<file path="src/rtl/hs_seq_pkg.sv">
package hs_seq_pkg;

  typedef enum logic {
    VAR_STRICT  = 1'b0,
    VAR_OVERLAP = 1'b1
  } seq_variant_e;

  typedef enum logic [1:0] {
    ST_REST = 2'd0,
    ST_ACT  = 2'd1,
    ST_DRAIN = 2'd2,
    ST_PASS = 2'd3
  } seq_state_e;

endpackage

</file>
<file path="src/rtl/hs_rst_sync.sv">
module hs_rst_sync #(
  parameter int STAGES = 2
) (
  input  logic clk,
  input  logic arst_n,
  output logic srst_n
);

  logic [STAGES-1:0] chain_q;

  always_ff @(posedge clk or negedge arst_n) begin
    if (!arst_n) begin
      chain_q <= '0;
    end else begin
      chain_q <= {chain_q[STAGES-2:0], 1'b1};
    end
  end

  assign srst_n = chain_q[STAGES-1];

endmodule

</file>
<file path="src/rtl/hs_in_sample.sv">
module hs_in_sample #(
  parameter bit ACK_ACTIVE_LOW = 1'b0
) (
  input  logic clk,
  input  logic rst_n,
  input  logic req_pin,
  input  logic ack_pin,
  output logic req_q,
  output logic ack_q
);

  logic ack_norm;

  generate
    if (ACK_ACTIVE_LOW) begin : g_ack_low
      assign ack_norm = ~ack_pin;
    end else begin : g_ack_high
      assign ack_norm = ack_pin;
    end
  endgenerate

  always_ff @(posedge clk or negedge rst_n) begin
    if (!rst_n) begin
      req_q <= 1'b0;
      ack_q <= 1'b0;
    end else begin
      req_q <= req_pin;
      ack_q <= ack_norm;
    end
  end

endmodule

</file>
<file path="src/rtl/hs_seq_ctrl.sv">
module hs_seq_ctrl
  import hs_seq_pkg::*;
#(
  parameter seq_variant_e VARIANT = VAR_STRICT
) (
  input  logic clk,
  input  logic rst_n,
  input  logic req,
  input  logic ack,
  output logic act_req,
  output logic left_ack
);

  localparam seq_state_e AFTER_ACK = (VARIANT == VAR_OVERLAP) ? ST_PASS : ST_DRAIN;

  seq_state_e state_q, state_d;
  logic       state_en;
  logic       act_req_q, act_req_d;
  logic       left_ack_q, left_ack_d;

  always_comb begin
    state_d = state_q;
    unique case (state_q)
      ST_REST:  if (req)          state_d = ST_ACT;
      ST_ACT:   if (ack)          state_d = AFTER_ACK;
      ST_DRAIN: if (!ack)         state_d = ST_PASS;
      ST_PASS:  if (!req && !ack) state_d = ST_REST;
      default:                    state_d = ST_REST;
    endcase
    state_en   = (state_d != state_q);
    act_req_d  = (state_d == ST_ACT);
    left_ack_d = (state_d == ST_PASS);
  end

  always_ff @(posedge clk or negedge rst_n) begin
    if (!rst_n) begin
      state_q    <= ST_REST;
      act_req_q  <= 1'b0;
      left_ack_q <= 1'b0;
    end else if (state_en) begin
      state_q    <= state_d;
      act_req_q  <= act_req_d;
      left_ack_q <= left_ack_d;
    end
  end

  assign act_req  = act_req_q;
  assign left_ack = left_ack_q;

endmodule

</file>
<file path="src/rtl/hs_seq_stage.sv">
module hs_seq_stage
  import hs_seq_pkg::*;
#(
  parameter seq_variant_e VARIANT        = VAR_STRICT,
  parameter bit           ACK_ACTIVE_LOW = 1'b0,
  parameter int           RST_STAGES     = 2
) (
  input  logic clk,
  input  logic rst_n,
  input  logic left_req_i,
  output logic left_ack_o,
  output logic act_req_o,
  input  logic act_ack_i
);

  logic srst_n;
  logic req_s, ack_s;

  hs_rst_sync #(.STAGES(RST_STAGES)) u_rst (
    .clk    (clk),
    .arst_n (rst_n),
    .srst_n (srst_n)
  );

  hs_in_sample #(.ACK_ACTIVE_LOW(ACK_ACTIVE_LOW)) u_in (
    .clk     (clk),
    .rst_n   (srst_n),
    .req_pin (left_req_i),
    .ack_pin (act_ack_i),
    .req_q   (req_s),
    .ack_q   (ack_s)
  );

  hs_seq_ctrl #(.VARIANT(VARIANT)) u_ctrl (
    .clk      (clk),
    .rst_n    (srst_n),
    .req      (req_s),
    .ack      (ack_s),
    .act_req  (act_req_o),
    .left_ack (left_ack_o)
  );

endmodule

</file>
<file path="config.mk">
export PLATFORM = sky130hd
export DESIGN_NAME = hs_seq_stage
export DESIGN_NICKNAME = d
export VERILOG_FILES = /design/src/rtl/hs_seq_pkg.sv /design/src/rtl/hs_rst_sync.sv /design/src/rtl/hs_in_sample.sv /design/src/rtl/hs_seq_ctrl.sv /design/src/rtl/hs_seq_stage.sv
export SDC_FILE = /design/constraint.sdc
export NUM_CORES = 1
export LEC_CHECK = 0
export BUFFER_PORTS_ARGS = -buffer_cell sky130_fd_sc_hd__buf_2
export CAP_MARGIN = 20
export CORE_AREA = 2 2 39 41
export DETAILED_ROUTE_END_ITERATION = 7
export DIE_AREA = 0 0 41 43
export GPL_ROUTABILITY_DRIVEN = 1
export PLACE_DENSITY = 0.43
export RECOVER_POWER = 25
export SETUP_SLACK_MARGIN = 0.1
export SLEW_MARGIN = 20
export SYNTH_ARGS = -nofsm -noshare
export SYNTH_HDL_FRONTEND = slang
export SYNTH_SLANG_ARGS = --single-unit
</file>
<file path="constraint.sdc">
create_clock -name clk -period 0.8 [get_ports clk]
set_clock_uncertainty 0.1 [all_clocks]
set_input_delay 0.16 -clock clk [delete_from_list [all_inputs] [get_ports clk]]
set_output_delay 0.16 -clock clk [all_outputs]
set_load 0.02 [all_outputs]
</file>
==> results.md <==
* Status: complete, but fails checks
* Failing checks: negative hold slack, negative setup slack
* Synthesized cell area at just over 300 um2
* Gr ovfl total at 0
* Setup violators final at 6
* Hold-fix buffers, CTS at 1
* Worst setup EP type: flip-flop
* Lkg Pwr at 0.197 nW
* Crit path buf inv count at 0
* Worst Hold Path EP: u_in.req_q
* WHS at -78.8 ps
* ANT nets after route at 0
* Fin cells at 57
* TritonCTS clock tree: built
* DR iter-0 viols at 0
* Overall power at roughly 1.5 mW
* Drc violations at 0
* Vias after detailed routing at 246
* # nets final at 47
* Mapped Cells at 29
* RD Place Congestion at 0.731
* DRT Wirelength at 530 um
* Share of cells above drive strength 1 at between 40% and 50%
* Root Buffer: clkbuf_4
* Clock buffer depth at 2
* CP Launch Point: u_ctrl.state_q[1]
* HP Class: in -> reg
* P&R area growth vs syn at 40.7%
* Htree depth at 1
* # diodes at 0
* Max cap viols at 0
* WL/cell at slightly above 9 um
* DR vias/cell at around 4.3
* Initial Util at around 22%
* Arrival time at the worst endpoint at 1110 ps
* GRT Total Usage at under 10%
* Pins over their slew limit at 0
* Slowest cell on crit path: dfrtp_2
* Min-delay src: left_req_i
* Critical path fanouts, max at 8
* Tcrit/Tclk final at 130%
* Vias in the first global route at around 260
* Setup CP Type: reg -> reg
* Cell breakdown of the critical path: o31a_1 > o2bb2ai_1
* Reg-to-reg critical path endpoint: u_ctrl.left_ack
* R2R cell count at 2
* Die H at 43 um
* Core Region at between 1000 and 1500 um2
* R2r setup slk at -240 ps
* Pwr/cell area at roughly 3400 nW/um2
* Worst-skew pair later-pin latency at about 240 ps
* Synth warn at 0
* Clk pin slew, worst setup/hold paths at ~50 ps
* Placement row count at 14
* Num Clock Sinks at 8
* Critical path's largest stage delay at around 440 ps
* HPWL Detailed at about 420 um
* I/O pin count at 6
* Maximum vdd drop at 1150 uV
* Die W at approximately 41 um
* Drt first pass iters at 1
* Crit path required time at approximately 870 ps
* RSZ-0062 raised after global routing: yes
* Syn_area_per_cell at 10.6 um2
* Multi-input logic area at approximately 100 um2
* Synthesis-stage register bit count at 8
* Crit path max-delay family: flip-flops
* Dpl cells at between 50 and 60
* FF/Latch Area at 205 um2
* Most frequent cells in the layout: 4 x dfrtp_1, 4 x dfrtp_2
* Final Critical Period at slightly above 1000 ps
* First-pass GRT wire length at approximately 1000 um
* Syn nets at 33
* Nature of the critical path startpoint: flip-flop
* Final Worst Setup Slack at -240 ps
* Fmax at slightly below 1000 MHz
* Initial antenna violation count at 0
* Register area share after synthesis at 65.0%
* RR Startpoint: u_ctrl.state_q[1]
* Port bufs at 5
* TritonCTS Buffers at 3
* Largest net degree at the start of global routing at 9
* Count of distinct cell types in the synthesized netlist at 13
* Hold path cells at 1
* Die area at around 1800 um2
* Fill cell count at roughly 160
* Fin. Hold Viols at 8
worst max-delay path by stage:
| stage | to | depth (start not counted) |
|---|---|---|
| floorplan | u_ctrl.left_ack | 2 |
| global placement | u_ctrl.left_ack | 2 |
| detailed placement | u_ctrl.left_ack | 3 |
| CTS | u_ctrl.left_ack | 2 |
| global route | u_ctrl.left_ack | 2 |
| finish | u_ctrl.left_ack | 2 |
power breakdown:
group          total [mW]  internal, mW  switching, mW
Combinational       0.533         0.290          0.243
Sequential          0.658         0.524          0.134
Clock               0.287         0.170          0.117
Total                1.48         0.985          0.494
cell usage after synthesis:
cell type,number,area (um2)
a21oi_1,1,5.00
a32oi_1,1,8.76
inv_2,1,3.75
nand2_1,3,11.3
o21ai_0,5,25.0
dfrtp_1,8,200
nor2_1,1,3.75
o2bb2ai_1,1,8.76
o22ai_1,2,12.5
conb_1,1,3.75
nor3_1,1,5.00
inv_1,3,11.3
o31a_1,1,8.76
cell type report:
class	count	share of cell area [%]
Clock buffer	3	5.20
Inverter	4	3.47
Multi-Input combinational cell	17	23.1
Sequential cell	8	47.4
Tap cell	16	4.62
Timing Repair Buffer	9	16.2
flip-flops by register name (all words and copies together) (netlist names):
signal and cells:
u_ctrl.act_req 1, u_in.req_q 1, u_ctrl.state_q 2, u_rst.chain_q 2
u_in.ack_q 1, u_ctrl.left_ack 1
through the flow:
stage / worst slack (ps) / hold WS [ps] / instance area (um2) / util, % / setup TNS, ps
CTS: -243 / -91.6 / 428 / 30.9 / -1270
global route: -306 / -91.3 / 433 / 31.3 / -1410
floorplan: -186 / -236 / 313 / - / -517
global placement: -241 / -156 / 373 / 26.9 / -809
detailed placement: -290 / -154 / 373 / 26.9 / -891
finish: -240 / -78.8 / 433 / 31.3 / -1140
routing by layer:
layer	track usage, %	vias up	routed length, um
li1	-	126	-
met1	10.3	114	207
met2	12.2	4	293
met4	10.0	0	10
met3	1.57	2	19
met5	0	-	0
cells by family (layout without fill, tap and decap cells):
kind of cell | count (synthesis) | in the layout | synth area share [%]
compound gates | 11 | 11 | 22.4
buf+inv | 4 | 16 | 4.88
flops | 8 | 8 | 65.0
other cells | 1 | 1 | 1.22
simple gates | 5 | 5 | 6.50
timing repair:
action,CTS,global route
resized for setup,7,4
buffers inserted,1,0
setup endpoints to repair,6,6
hold endpoints to repair,4,2
gates cloned,0,0
(Power assumes the default switching activity.)
